[src/rtl/pic_pkg.sv]
package pic_pkg;
  localparam int NUM_SRC       = 16;
  localparam int SRC_IDX_W     = $clog2(NUM_SRC);
  localparam int DATA_W        = 32;
  localparam int BYTES         = DATA_W / 8;
  localparam int LVL_W         = 3;
  localparam int SRC_PER_WORD  = BYTES;
  localparam int LVL_WORDS     = NUM_SRC / SRC_PER_WORD;
  localparam int SEL_W         = 3;
  localparam int CODE_W        = 6;
  localparam int STATUS_SEL    = 0;
  localparam int MASK_SEL      = 1;
  localparam int LVL_WORD_BASE = 4;
  localparam int SRC_CODE_BASE = 16;
  localparam int BYPASS_CODE   = 32;

  typedef struct packed {
    logic                 fire;
    logic                 bypass;
    logic                 clear;
    logic [SRC_IDX_W-1:0] srcIdx;
    logic [NUM_SRC-1:0]   riseVec;
  } irqStrobe_t;
endpackage

[src/rtl/irq_edge_arb.sv]
module irq_edge_arb
  import pic_pkg::*;
(
  input  logic               clk,
  input  logic               rst_n,
  input  logic [NUM_SRC-1:0] srcIn,
  input  logic               bypassIn,
  input  logic [NUM_SRC-1:0] passVec,
  output irqStrobe_t         strobe
);
  logic [NUM_SRC-1:0]   srcS1, srcS2, riseVec, fallVec, qualVec;
  logic                 bypS1, bypS2, bypRise, anyFall, found;
  logic [SRC_IDX_W-1:0] winIdx;

  always_ff @(posedge clk) begin
    if (!rst_n) begin
      srcS1 <= '0;
      srcS2 <= '0;
      bypS1 <= 1'b0;
      bypS2 <= 1'b0;
    end else begin
      srcS2 <= srcS1;
      srcS1 <= srcIn;
      bypS2 <= bypS1;
      bypS1 <= bypassIn;
    end
  end

  always_comb begin
    riseVec = srcS1 & ~srcS2;
    fallVec = ~srcS1 & srcS2;
    qualVec = riseVec & passVec;
    bypRise = bypS1 & ~bypS2;
    anyFall = (|fallVec) | (~bypS1 & bypS2);
    found   = 1'b0;
    winIdx  = '0;
    for (int i = NUM_SRC - 1; i >= 0; i--) begin
      if (qualVec[i]) begin
        found  = 1'b1;
        winIdx = SRC_IDX_W'(i);
      end
    end
    strobe.riseVec = riseVec;
    strobe.srcIdx  = winIdx;
    strobe.bypass  = bypRise;
    strobe.clear   = !bypRise && !found && anyFall;
    strobe.fire    = bypRise || found || anyFall;
  end


  single_event_chk: assert property (@(posedge clk) disable iff (!rst_n)
    (strobe.fire && !strobe.bypass && !strobe.clear) |=> !strobe.riseVec[$past(strobe.srcIdx)]);
endmodule

[src/rtl/irq_regfile.sv]
module irq_regfile
  import pic_pkg::*;
(
  input  logic               clk,
  input  logic               rst_n,
  input  irqStrobe_t         strobe,
  input  logic [SEL_W-1:0]   regWordSel,
  input  logic               regWrEn,
  input  logic [BYTES-1:0]   regByteEn,
  input  logic [DATA_W-1:0]  regWrData,
  output logic [DATA_W-1:0]  regRdData,
  output logic [NUM_SRC-1:0] passVec,
  output logic [CODE_W-1:0]  ipCode,
  output logic               ipValid
);
  localparam logic [DATA_W-1:0] STATUS_RST = {{(DATA_W-NUM_SRC){1'b0}}, {NUM_SRC{1'b1}}};

  logic [DATA_W-1:0] statusReg, maskReg, statusMerged;
  logic [DATA_W-1:0] lvlWord [LVL_WORDS];

  function automatic logic [DATA_W-1:0] laneMerge(input logic [DATA_W-1:0] oldVal,
                                                  input logic [DATA_W-1:0] newVal,
                                                  input logic [BYTES-1:0] be);
    logic [DATA_W-1:0] res;
    res = oldVal;
    for (int b = 0; b < BYTES; b++)
      if (be[b]) res[b*8 +: 8] = newVal[b*8 +: 8];
    return res;
  endfunction

  always_comb begin
    statusMerged = statusReg;
    if (regWrEn && regWordSel == SEL_W'(STATUS_SEL))
      statusMerged = laneMerge(statusReg, regWrData, regByteEn);
  end

  always_ff @(posedge clk) begin
    if (!rst_n) begin
      statusReg <= STATUS_RST;
      maskReg   <= '0;
    end else begin
      statusReg <= statusMerged & ~{{(DATA_W-NUM_SRC){1'b0}}, strobe.riseVec};
      if (regWrEn && regWordSel == SEL_W'(MASK_SEL))
        maskReg <= laneMerge(maskReg, regWrData, regByteEn);
    end
  end

  for (genvar w = 0; w < LVL_WORDS; w++) begin : g_lvl
    always_ff @(posedge clk) begin
      if (!rst_n)
        lvlWord[w] <= '0;
      else if (regWrEn && regWordSel == SEL_W'(LVL_WORD_BASE + w))
        lvlWord[w] <= laneMerge(lvlWord[w], regWrData, regByteEn);
    end
  end

  for (genvar s = 0; s < NUM_SRC; s++) begin : g_pass
    assign passVec[s] =
      DATA_W'(lvlWord[s / SRC_PER_WORD][(s % SRC_PER_WORD) * 8 +: LVL_W]) > maskReg;
  end

  always_comb begin
    regRdData = '0;
    if (regWordSel == SEL_W'(STATUS_SEL)) regRdData = statusReg;
    if (regWordSel == SEL_W'(MASK_SEL))   regRdData = maskReg;
    for (int w = 0; w < LVL_WORDS; w++)
      if (regWordSel == SEL_W'(LVL_WORD_BASE + w)) regRdData = lvlWord[w];
  end

  always_ff @(posedge clk) begin
    if (!rst_n) begin
      ipValid <= 1'b0;
      ipCode  <= '0;
    end else begin
      ipValid <= strobe.fire;
      if (strobe.fire) begin
        if (strobe.bypass)     ipCode <= CODE_W'(BYPASS_CODE);
        else if (strobe.clear) ipCode <= '0;
        else                   ipCode <= CODE_W'(SRC_CODE_BASE) + CODE_W'(strobe.srcIdx);
      end
    end
  end


  status_pending_chk: assert property (@(posedge clk) disable iff (!rst_n)
    (ipValid && ipCode[5:4] == 2'b01) |-> !statusReg[ipCode[3:0]]);


  pass_level_chk: assert property (@(posedge clk) disable iff (!rst_n)
    (ipValid && ipCode[5:4] == 2'b01) |-> ((($past(passVec)) >> ipCode[3:0]) & 16'd1) != 16'd0);


  code_hold_chk: assert property (@(posedge clk) disable iff (!rst_n)
    !ipValid |-> $stable(ipCode));
endmodule

[src/rtl/prio_edge_irq.sv]
module prio_edge_irq
  import pic_pkg::*;
(
  input  logic               clk,
  input  logic               rst_n,
  input  logic [NUM_SRC-1:0] srcIn,
  input  logic               bypassIn,
  input  logic [SEL_W-1:0]   regWordSel,
  input  logic               regWrEn,
  input  logic [BYTES-1:0]   regByteEn,
  input  logic [DATA_W-1:0]  regWrData,
  output logic [DATA_W-1:0]  regRdData,
  output logic [CODE_W-1:0]  ipCode,
  output logic               ipValid
);
  irqStrobe_t         strobe;
  logic [NUM_SRC-1:0] passVec;

  irq_edge_arb u_arb (
    .clk      (clk),
    .rst_n    (rst_n),
    .srcIn    (srcIn),
    .bypassIn (bypassIn),
    .passVec  (passVec),
    .strobe   (strobe)
  );

  irq_regfile u_regs (
    .clk        (clk),
    .rst_n      (rst_n),
    .strobe     (strobe),
    .regWordSel (regWordSel),
    .regWrEn    (regWrEn),
    .regByteEn  (regByteEn),
    .regWrData  (regWrData),
    .regRdData  (regRdData),
    .passVec    (passVec),
    .ipCode     (ipCode),
    .ipValid    (ipValid)
  );
endmodule

[config.mk]
export PLATFORM = sky130hd
export DESIGN_NAME = prio_edge_irq
export DESIGN_NICKNAME = d
export VERILOG_FILES = /design/src/rtl/pic_pkg.sv /design/src/rtl/irq_edge_arb.sv /design/src/rtl/irq_regfile.sv /design/src/rtl/prio_edge_irq.sv
export SDC_FILE = /design/constraint.sdc
export NUM_CORES = 1
export LEC_CHECK = 0
export BUFFER_PORTS_ARGS = -buffer_cell sky130_fd_sc_hd__buf_2
export CORE_ASPECT_RATIO = 0.8
export CORE_UTILIZATION = 48
export DETAILED_ROUTE_END_ITERATION = 16
export PLACE_DENSITY = 0.66
export SETUP_SLACK_MARGIN = 0.5
export SLEW_MARGIN = 5
export SYNTH_ARGS = -nofsm -noshare
export SYNTH_HDL_FRONTEND = slang
export SYNTH_HIERARCHICAL = 1
export SYNTH_SLANG_ARGS = --single-unit
[constraint.sdc]
create_clock -name clk -period 3.5 [get_ports clk]
set_clock_uncertainty 0.1 [all_clocks]
set_input_delay 0.35 -clock clk [delete_from_list [all_inputs] [get_ports clk]]
set_output_delay 0.35 -clock clk [all_outputs]
set_load 0.01 [all_outputs]
Word-level counts from Yosys, hierarchy flattened
Memories as Yosys holds them, arrays and structs flattened.
Cells that the tools add are included.

cells by class
  add/sub/neg operators = 1
  magnitude comparators = 16
  eq/ne operators = 5
  multiplexer cells = 110
  bitwise logic cells = 16
  reductions and logical operators = 18

operators by type and width
  cell                                           count
  > comparator 3 x 32 -> 1 bit                   16
  two-way mux 8 bit                              52
  two-way mux 32 bit                             11
  two-way mux 4 bit                              16
  bitwise AND 16 bit                             3
  bitwise AND 32 bit                             1
  inverter 16 bit                                2
  inverter 16 -> 32 bit                          1
  two-way mux 1 bit                              29
  OR reduction 16 bit                            1
  == test 3 bit, second input constant           4
  two-way mux 6 bit                              2
  logical AND 1 bit                              8
  AND reduction 2 bit                            4
  adder 5 x 4 -> 6 bit, first input constant     1
  OR 1 bit                                       5
  == test 3 x 1 -> 1 bit, second input constant  1
  logical NOT 3 bit                              1
  bitwise AND 1 bit                              2
  logical NOT 1 bit                              2
  logical OR 1 bit                               2
  inverter 1 bit                                 2

word-level totals
  register bits after elaboration = 105
  RAM bits = 128
  bits of input ports = 59
  output and inout port bits = 39
  logic and storage cells = 178
  memories = 1

memory list
  name            depth  bits a word  read ports  clocked after Yosys merged registers in  write ports  RTL line           source
  u_regs.lvlWord  4      32           4           0                                        4            irq_regfile.sv:19  logic [DATA_W-1:0] lvlWord [LVL_WORDS];

Logic depth before layout (Yosys ltp)
Gate-level depths: netlist of run 1.

  word-level depth = 24
  mapped depth = 13
  mapped depth without buffers = 13

Hierarchy
The synthesis of run 1 kept the hierarchy.

by module, submodules not included
  module        times used  cells each  area an instance (um^2)  seq. area each (um^2)
  irq_regfile   1           988         11106.9                  5265.0
  irq_edge_arb  1           163         1488.9                   680.7

Worst setup path before layout of run 1
No wires, ideal clock.

  path type = register to register
  start point = reg u_regs.maskReg[1]
  end point = reg u_regs.ipCode[0]
  library setup time = 0.076 ns
  arrival = 2.670 ns
  data required time = 3.324 ns
  setup slack = 0.654 ns
  stages on the path, launching flop included = 14
  buffers on the path = 1
  period minus slack after synthesis = 2.846 ns
  path through = dfxtp_1 > inv_1 > ha_1 > nor2b_1 > o21ai_0 > a2111oi_2 > and3b_1 > a21o_1 > nand2b_4 > or2_4 > nand4bb_1 > clkbuf_1 > nand2b_1 > a21boi_0

RTL lines
  element                   RTL line           source
  start: declaration        irq_regfile.sv:18  logic [DATA_W-1:0] statusReg, maskReg, statusMerged;
  start signal: assignment  irq_regfile.sv:44  maskReg <= laneMerge(maskReg, regWrData, regByteEn);
  end signal: assignment    irq_regfile.sv:77  if (strobe.bypass) ipCode <= CODE_W'(BYPASS_CODE);
  end signal: assignment    irq_regfile.sv:79  else ipCode <= CODE_W'(SRC_CODE_BASE) + CODE_W'(strobe.srcIdx);
  end: declaration          irq_regfile.sv:13  output logic [CODE_W-1:0] ipCode,

==> results of run 1 <==
## power by group through the flow
stage	registers (mW)	logic, mW	clock network, mW
final	3.11	1.06	2.55
after global placement	3.16	0.914	0
after CTS	3.11	0.972	2.58
after global routing	3.12	1.15	2.68
after detailed placement	3.16	0.926	0
after floorplan	3.13	0.598	0
## routing by layer
| layer | GRT usage | routed length [um] |
|---|---|---|
| met1 | 0.408 | 16300 |
| met2 | 0.420 | 16800 |
| met3 | 0.0357 | 2810 |
| met4 | 0.0733 | 843 |
| met5 | 0 | 0 |
## placed cells by master (no fill, tap or decap), types with 5 or more instances in the layout
cell type	instances
a2111oi_2	6
nand2_1	72
nor3_4	5
buf_4	57
a221oi_1	49
and3b_2	5
and3_1	17
clkbuf_8	5
nand3b_1	5
dfxtp_1	101
dlygate4sd3_1	17
edfxtp_1	128
clkbuf_1	5
clkbuf_16	25
inv_1	97
mux4_2	32
o21ai_0	23
nor2_1	8
nand3_1	23
o21ai_2	6
o31a_1	16
a2111oi_4	9
nand4_1	18
o41ai_2	12
nand2b_1	6
o21ai_1	9
and2_1	165
nand2_2	5
nor2b_1	26
o22ai_1	36
o311ai_0	16
o311a_1	16
ha_1	45
mux2i_1	34
nand4b_1	16
buf_2	94
a21oi_1	6
## layout make-up
cell class	count	area (sq um)	share of cell area
Clock buffer	35	713	0.0477
Clock inverter	9	67.6	0.00452
Inverter	100	379	0.0253
Multi-Input combinational cell	735	6260	0.419
Sequential cell	233	5950	0.398
Tap cell	351	439	0.0294
Timing Repair Buffer	173	1140	0.0764
## worst min-delay path by stage
stage                                 to  slack (ps)  cells after the start
floorplan                 u_arb/srcS2[9]         340                      1
global placement          u_arb/srcS2[9]         360                      1
detailed placement        u_arb/srcS2[1]         360                      1
CTS                   u_regs/maskReg[23]          20                      3
global route        u_regs/statusReg[23]          40                      3
finish                u_regs/maskReg[23]          30                      3
## cells in the mapped netlist (17+ instances only)
cell type,instances
a221oi_1,49
and2_1,166
and3_1,17
buf_2,23
clkbuf_1,31
dfxtp_1,105
edfxtp_1,128
ha_1,48
inv_1,99
mux2i_1,34
mux4_2,32
nand2_1,72
nand3_1,24
nand4_1,18
nor2b_1,29
o21ai_0,38
o22ai_1,36
## flip-flops by register name (all words and copies together), names as in the netlist
register,count
u_arb/bypS2,1
u_arb/srcS1,16
u_regs/ipCode,6
u_regs/ipValid,1
u_regs/statusReg,32
u_arb/srcS2,16
u_regs/maskReg,32
u_regs/lvlWord,128
u_arb/bypS1,1
## per-stage QoR
stage | hold WS [ps] | cells | worst slack [ps]
5_1_grt | 41.7 | 1636 | 401
6_report | 31.6 | 1636 | 543
4_1_cts | 16.9 | 1631 | 497
2_1_floorplan | 336 | 1151 | 654
3_3_place_gp | 358 | 1563 | 270
3_5_place_dp | 362 | 1563 | 226
## logic make-up after synthesis
family	share of synthesized area
buffers and inverters	0.0644
AOI/OAI and AO/OA	0.140
and+or+nand+nor	0.192
adders and majority gates	0.0477
DFF	0.472
muxes	0.0842
## critical path, stage by stage (launching register included)
cell and delay [ps]:
dfxtp_4 370, clkinvlp_4 150, buf_6 160, ha_4 220, nor2b_1 130, o21ai_1 160, a2111oi_2 90, buf_4 140
and3b_2 210, nor2_2 130, nand3_2 110, nor3_4 280, buf_6 150, nand4bb_4 160, nand2b_1 180, a21boi_0 140
## what timing repair did
item	in CTS	in global routing
pin swaps	8	29
resized for setup	15	59
gates cloned	0	1
endpoints found under the hold margin	17	0
buffers inserted	7	4
setup endpoints to repair	7	7
hold buffers	17	0
==> flow_summary.yaml, run 1 <==
power_and_ir_drop:
  clkPwrFrac: 0.379
  powerDensity_mw_per_mm2: 449
  swShare: 0.262
  p_comb_frac: 0.158
  worst_ir_drop_vdd_mv: 0.398
  p_total_mw: 6.72
  leakagePower_nw: 6.12
  power.switching_mw: 1.76
  p_int_mw: 4.96
  p_seq_frac: 0.462
final_layout:
  design_area_sq_mm: 0.0150
  fin_nets: 1374
  antennaDiodeCount: 0
  fillers: 2174
  post-route-util: 0.586
  drive_gt1_frac: 0.237
  syn2layout_area_growth_pct: 18.7
floorplan:
  row_count: 52
  die_area_sq_mm: 0.0269
  die_x_um: 183
  core_area_sq_mm: 0.0255
  die_h_um: 147
  num_io_pins: 98
  start_util: 0.494
global_routing:
  overflow: 0
  grt_usage: 0.274
  grt_pass1_vias: 9370
  grt_pass1_wl_um: 56200
  grt_max_degree: 82
  antenna_found_initial: 0
sta:
  rsz0062_at_grt: "true"
  finalSetupTns_ps: 0
  layout_min_cycle_time_ps: 2960
  final-hold-violation-count: 0
  max_slew_margin: 0.219
  max_freq_mhz: 338
  min_period_over_period: 0.845
  finalSetupViolCount: 0
  tightest_slew_ps: 1160
  drv_slew: 0
critical_path:
  crit_fanout: 6
  cp-end-kind: "register"
  worstRegToRegCells: 15
  cp.arrival_ps: 3300
  critPathRequiredTime_ps: 3840
  reg2reg_slack_ps: 540
  worstSetupPathType: "register to register"
  start_kind: "register"
  crit_end: "u_regs/ipCode[2]"
  crit-reg2reg-launch: "u_regs/maskReg[1]"
  reg2reg_to: "u_regs/ipCode[2]"
  crit_path_start: "u_regs/maskReg[1]"
yosys:
  synthFlopType: "edfxtp_1"
  synth_top_area_share: 0.305
  yosys.cell_types.count: 58
  synth_area_sq_mm: 0.0126
  yosysTopAreaCell: "edfxtp_1"
  synth_cells: 1151
  synth_area_leaders: "edfxtp_1 31%, dfxtp_1 17%, and2_1 8.2%"
  yosys_warnings: 6
  avgSynthCellArea_sq_um: 10.9
  synth_edf_count: 128
  syn_nets: 1258
  async_flop_share: 0
  synth_seq_cells: 233
  synth_seq_area_share: 0.472
route:
  routed_wl_um: 36700
  drt_iter0_drc: 989
  dr_total_vias: 9874
  drtAntennaViolNets: 0
  vias_per_cell: 6.04
  routedWlPerCell_um: 22.4
  route.detailed.drc: 0
  first_pass_iters: 6
clock_network:
  cts_tree: "built"
  clk_pin_slew_ps: 60
  cts_inserted_buffers: 24
  htreeDepth: 1
  clk_latency_ps: 520
  root_buffer: "clkbuf_16"
  cts_buffer_depth: 3
  clkSinkCount: 233
place:
  portBuffers: 97
  dp_hpwl_um: 24600
  gp_congestion: 0.937
  placed_area_sq_mm: 0.0136
job:
  maxCapViolCount: 0
worst_hold_path:
  hold_start: "regWrData[23]"
  worstHoldPathType: "primary input to register"
outcome:
  status: "completed"
No activity file was read; power rests on OpenSTA's default activity.
==> run 2, diff against run 1 <==
--- a/config.mk
+++ b/config.mk
@@ -5,6 +5,7 @@
 export SDC_FILE = /design/constraint.sdc
 export NUM_CORES = 1
 export LEC_CHECK = 0
+export ABC_AREA = 1
 export BUFFER_PORTS_ARGS = -buffer_cell sky130_fd_sc_hd__buf_2
 export CORE_ASPECT_RATIO = 0.8
 export CORE_UTILIZATION = 48
==> constraint.sdc (replaced) <==
create_clock -name clk -period 3 [get_ports clk]
set_clock_uncertainty 0.1 [all_clocks]
set_input_delay 0.3 -clock clk [delete_from_list [all_inputs] [get_ports clk]]
set_output_delay 0.3 -clock clk [all_outputs]
set_load 0.01 [all_outputs]
==> run 2 against run 1 <==
Utilization rose by 0.32 points. Sequential power is 17% higher. Synthesized cell count grew 32%. Combinational power barely moved. Flip-flop and latch count did not move. Worst hold slack got worse by 13 ps. Die area shrank 4.8%. Clock power increased by 20%. Critical endpoint is now u_regs/ipCode[0]. Highest routed layer unchanged.
==> flow_summary.yaml, run 2 <==
route:
  first_pass_iters: 7
  drtAntennaViolNets: 0
  dr_total_vias: 10799
  routed_wl_um: 37300
  route.detailed.drc: 0
  vias_per_cell: 5.36
  routedWlPerCell_um: 18.5
  drt_iter0_drc: 926
floorplan:
  row_count: 51
  start_util: 0.490
  die_h_um: 143
  die_x_um: 179
  die_area_sq_mm: 0.0256
  core_area_sq_mm: 0.0244
  num_io_pins: 98
power_and_ir_drop:
  clkPwrFrac: 0.395
  p_int_mw: 5.72
  worst_ir_drop_vdd_mv: 0.514
  swShare: 0.265
  leakagePower_nw: 6.81
  p_comb_frac: 0.139
  power.switching_mw: 2.06
  p_total_mw: 7.78
  powerDensity_mw_per_mm2: 540
  p_seq_frac: 0.466
final_layout:
  top_regs: "u_regs/lvlWord x128, u_regs/maskReg x32, u_regs/statusReg x32"
  drive_gt1_frac: 0.162
  fin_nets: 1784
  largest_reg_flops: 128
  instances_no_fill: 2013
  final_cell_mix: "467 x nand2_1, 174 x nor2_1, 173 x inv_1"
  final_common_cell: "nand2_1"
  regMostFlops: "u_regs/lvlWord"
  antennaDiodeCount: 0
  syn2layout_area_growth_pct: 20.3
outcome:
  status: "completed"
yosys:
  yosys_warnings: 6
  synth_seq_cells: 233
  synth_top_family_by_area: "simple AND/OR/NAND/NOR gates"
  yosys.area_share.simple: 0.296
  synth_cells: 1519
  synthFlopType: "edfxtp_1"
  yosysTopAreaCell: "edfxtp_1"
  synth_seq_area_share: 0.496
  synthAdderAreaFrac: 0.0501
  synth_top_area_share: 0.321
  synth_common_cells: "470 x nand2_1, 181 x nor2_1, 177 x inv_1, 128 x edfxtp_1, 105 x dfxtp_1"
  synth_area_sq_mm: 0.0120
  yosys.cell_types.count: 35
  synth.most_common_cell: "nand2_1"
  syn_nets: 1626
  synth_mux_area_frac: 0
  async_flop_share: 0
  synth_edf_count: 128
  avgSynthCellArea_sq_um: 7.89
  synthXorXnorAreaFrac: 0
  synth_area_leaders: "edfxtp_1 32%, dfxtp_1 18%, nand2_1 15%"
  synth_compound_area_frac: 0.0695
critical_path:
  cp_common_cell: "nand2_1"
  crit_fanout: 6
  critPathRequiredTime_ps: 3340
  cp_slowest_stage_delay_ps: 370
  cp.arrival_ps: 3030
  crit_buf_inv: 3
  worstSetupPathType: "register to register"
  start_kind: "register"
  cp-end-kind: "register"
  critPathTopFamily: "simple AND/OR/NAND/NOR gates"
  slowest_stage: "dfxtp_4"
sta:
  layout_min_cycle_time_ps: 2690
  rsz0062_at_grt: "true"
  final-hold-violation-count: 0
  drv_slew: 0
  max_freq_mhz: 371
  finalSetupTns_ps: 0
  hold_slack_ps: 18.4
  finalSetupViolCount: 0
  max_slew_margin: 0.165
  min_period_over_period: 0.898
  tightest_slew_ps: 1240
clock_network:
  root_buffer: "clkbuf_16"
  htreeDepth: 1
  clk_latency_ps: 530
  clk_pin_slew_ps: 60
  cts_inserted_buffers: 25
  cts_buffer_depth: 3
  cts_tree: "built"
  clkSinkCount: 233
place:
  portBuffers: 97
  gp_congestion: 0.920
  dp_hpwl_um: 25900
  placed_cells: 1908
worst_hold_path:
  worstHoldPathType: "primary input to register"
global_routing:
  grt_pass1_wl_um: 56000
  grt_usage: 0.290
  antenna_found_initial: 0
  grt_max_degree: 54
  grt_pass1_vias: 10005
  overflow: 0
job:
  maxCapViolCount: 0
run 2: cell count changes after synthesis, sizes merged, moves of 34 or more:
cell / change
a21oi: +48
a221oi: -48
and2: -166
inv: +93
mux2i: -34
nand2: +411
nand3: +45
nand4: +47
nor2: +187
o22ai: -36
run 2: final cells by class:
type | count | area, sq um
flip-flops and latches | 233 | 5950
clock buffers | 37 | 783
fillers | 2235 | 10000
multi-input cells | 1022 | 5080
repair buffers | 201 | 1420
inverters | 194 | 738
clock inverters | 8 | 45.0
well taps | 318 | 398
run 2: worst reg2reg max path: cells and delay by family, from the launching register on:
kind	cells	cell delay, ps
buffers and inverters	3	340
adder cells (fa/ha/maj)	1	260
flip-flops	1	370
AND/OR/NAND/NOR	18	1120
AO/OA/AOI/OAI	3	410
run 2: kinds of logic (layout without fill, tap and decap cells):
family / Yosys count / count (layout)
AND/OR/NAND/NOR: 824 / 824
buffers and inverters: 264 / 440
flip-flops: 233 / 233
AO/OA/AOI/OAI: 150 / 150
adder cells (fa/ha/maj): 48 / 48
run 2: final timing paths:
| kind | slack [ps] | start | to | cells past startpoint |
|---|---|---|---|---|
| setup / recovery | 310 | u_regs/maskReg[1] | u_regs/ipCode[0] | 25 |
| hold / removal | 20 | regWrData[4] | u_regs/maskReg[4] | 3 |
| setup reg to reg | 310 | u_regs/maskReg[1] | u_regs/ipCode[0] | 25 |
| hold reg to reg | 320 | u_arb/bypS1 | u_arb/bypS2 | 2 |
run 2: per-stage QoR:
stage	instance area, sq um	utilization	worst slack, ps
2_1_floorplan	12000	-	548
3_3_place_gp	12900	0.527	166
3_5_place_dp	12900	0.527	136
4_1_cts	14400	0.589	288
5_1_grt	14400	0.590	124
6_report	14400	0.590	305
run 2: what timing repair did:
action | 4_1_cts | 5_1_grt
hold buffers | 48 | 0
endpoints found under the hold margin | 63 | 0
gates resized for setup | 24 | 5
buffers inserted | 11 | 1
pin swaps | 15 | 7
endpoints found under the setup margin | 7 | 7
run 2: per-layer routing:
layer	part of all wire	global-route usage	vias up
met3	0.075	0.0460	79
met4	0.037	0.105	0
li1	-	-	5201
met5	0	0	-
met2	0.45	0.458	451
met1	0.44	0.404	5068
run 2: power by group through the flow:
stage	registers [mW]	clock network (mW)	logic (mW)
floorplan	3.66	0	0.613
global placement	3.69	0	0.966
detailed placement	3.69	0	0.982
CTS	3.63	3.12	1.07
global route	3.64	3.25	1.18
finish	3.63	3.07	1.08
==> run 3, diff against run 2 <==
--- a/config.mk
+++ b/config.mk
@@ -5,7 +5,6 @@
 export SDC_FILE = /design/constraint.sdc
 export NUM_CORES = 1
 export LEC_CHECK = 0
-export ABC_AREA = 1
 export BUFFER_PORTS_ARGS = -buffer_cell sky130_fd_sc_hd__buf_2
 export CORE_ASPECT_RATIO = 0.8
 export CORE_UTILIZATION = 48
==> run 3 against run 2 <==
Non-clock buffer count up 19. Combinational power up 20%. Global-route usage down 1.3 points. Worst setup slack worse by 180 ps. Largest power group unchanged. Sequential power about the same.
==> flow_summary.yaml, run 3 (synthesized netlist as in run 1, its figures left out) <==
final_layout:
  final_common_cell: "and2_1"
  instances_no_fill: 1686
  antennaDiodeCount: 0
  regMostFlops: "u_regs/lvlWord"
  fin_nets: 1423
  top_regs: "u_regs/lvlWord x128, u_regs/maskReg x32, u_regs/statusReg x32"
  fillers: 2095
  largest_reg_flops: 128
  drive_gt1_frac: 0.246
  syn2layout_area_growth_pct: 22.5
  final_cell_mix: "165 x and2_1, 128 x edfxtp_1, 103 x dfxtp_1"
sta:
  finalSetupTns_ps: 0
  rsz0062_at_grt: "true"
  finalSetupViolCount: 0
  final-hold-violation-count: 0
  max_freq_mhz: 348
  tightest_slew_ps: 1210
  drv_slew: 0
  setup_slack_ps: 129
  min_period_over_period: 0.957
  max_slew_margin: 0.182
  layout_min_cycle_time_ps: 2870
global_routing:
  grt_usage: 0.278
  antenna_found_initial: 0
  grt_pass1_wl_um: 57000
  overflow: 0
  grt_max_degree: 142
  grt_pass1_vias: 9639
worst_hold_path:
  min_path_cells: 3
  hold_start: "regWrData[4]"
  worstHoldPathType: "primary input to register"
power_and_ir_drop:
  powerDensity_mw_per_mm2: 518
  leakagePower_nw: 6.36
  worst_ir_drop_vdd_mv: 0.417
  p_total_mw: 7.99
floorplan:
  num_io_pins: 98
  die_h_um: 147
  die_area_sq_mm: 0.0269
  core_area_sq_mm: 0.0255
  die_x_um: 183
  row_count: 52
  start_util: 0.494
job:
  maxCapViolCount: 0
clock_network:
  cts_inserted_buffers: 25
  root_buffer: "clkbuf_16"
  cts_tree: "built"
  cts_buffer_depth: 3
  clk_pin_slew_ps: 70
  htreeDepth: 1
  clk_latency_ps: 540
  clkSinkCount: 233
route:
  first_pass_iters: 5
  drtAntennaViolNets: 0
  vias_per_cell: 5.91
  routedWlPerCell_um: 22.0
  routed_wl_um: 37100
  drt_iter0_drc: 886
  route.detailed.drc: 0
  dr_total_vias: 9957
critical_path:
  worstRegToRegCells: 13
  cp_slowest_stage_delay_ps: 350
  crit_fanout: 7
  crit_end: "u_regs/ipCode[4]"
  critPathRequiredTime_ps: 3330
  reg2reg_slack_ps: 130
  start_kind: "register"
  reg2reg_to: "u_regs/ipCode[4]"
  cp.depth: 13
  crit_path_start: "u_regs/maskReg[1]"
  worstSetupPathType: "register to register"
  slowest_stage: "dfxtp_2"
  cp_cell_sequence: "clkinvlp_4 > buf_12 > buf_12 > ha_1 > nor2b_1 > o21ai_1 > a2111oi_4 > a22o_1 > nor3_4 > nor4b_4 > nor2_4 > mux2i_1 > nor2b_1"
  crit_buf_inv: 3
  cp-end-kind: "register"
  cp.arrival_ps: 3200
  critPathTopFamily: "simple AND/OR/NAND/NOR gates"
  crit-reg2reg-launch: "u_regs/maskReg[1]"
place:
  place_ws_ps: -83.9
  dp_hpwl_um: 25300
  placed_cells: 1585
  gp_congestion: 0.869
  portBuffers: 97
outcome:
  status: "completed"
run 3: cell types whose count changed in the layout (fill, tap and decap cells not counted), moves of 34 or more:
cell      previous run  this run
a221oi_1             1        48
nor2_1             174         7
inv_1              173        97
a21oi_1             55         4
mux2i_1              0        34
o21ai_0             65        25
nand3_1             66        23
nand2_1            467        72
and2_1               0       165
o22ai_1              0        36
nand4_1             65        18
run 3: area by class of cell:
| class | instances | area, sq um | area share |
|---|---|---|---|
| timing repair buffer | 220 | 1590 | 0.103 |
| tap | 351 | 439 | 0.0285 |
| multi-input combinational | 735 | 6260 | 0.406 |
| timing repair inverter | 1 | 7.51 | 0.000486 |
| inverter | 100 | 383 | 0.0248 |
| clock inverter | 10 | 86.3 | 0.00559 |
| clock buffer | 36 | 718 | 0.0465 |
| sequential | 233 | 5950 | 0.386 |
run 3: where the power goes:
group / leakage [nW] / internal (mW) / switching [mW]
clock: 0.398 / 1.76 / 1.31
combinational: 3.88 / 0.577 / 0.723
sequential: 2.08 / 3.53 / 0.0994
run 3: how the worst min path moves through the flow:
stage	to	slack, ps
after floorplan	u_arb/bypS1	320
after global placement	u_arb/srcS2[9]	360
after detailed placement	u_regs/ipCode[3]	360
after CTS	u_regs/maskReg[4]	10
after global routing	u_regs/maskReg[4]	30
final	u_regs/maskReg[4]	20
run 3: worst min-delay path, stage by stage:
cell	delay (ps)
buf_2	150
nand4_1	70
o21ai_0	70
run 3: repair_timing:
item / in CTS / in global routing
hold endpoints to repair: 86 / 0
hold buffers: 43 / 0
buffers inserted: 6 / 4
pin swaps: 2 / 11
gates resized for setup: 27 / 26
setup endpoints to repair: 7 / 7
cloned: 2 / 0
run 3: routing by layer:
metal | routed length (um) | up-vias | track usage
met4 | 955 | 0 | 0.0746
met5 | 0 | - | 0
li1 | - | 4631 | -
met2 | 16600 | 443 | 0.429
met3 | 3510 | 68 | 0.0583
met1 | 16000 | 4815 | 0.396
run 3: stage by stage:
| step | hold slack (ps) | utilization | area, sq um |
|---|---|---|---|
| floorplan | 322 | - | 12700 |
| global placement | 358 | 0.543 | 13900 |
| detailed placement | 359 | 0.543 | 13900 |
| CTS | 13.8 | 0.600 | 15300 |
| global route | 29.2 | 0.605 | 15400 |
| finish | 15.7 | 0.605 | 15400 |
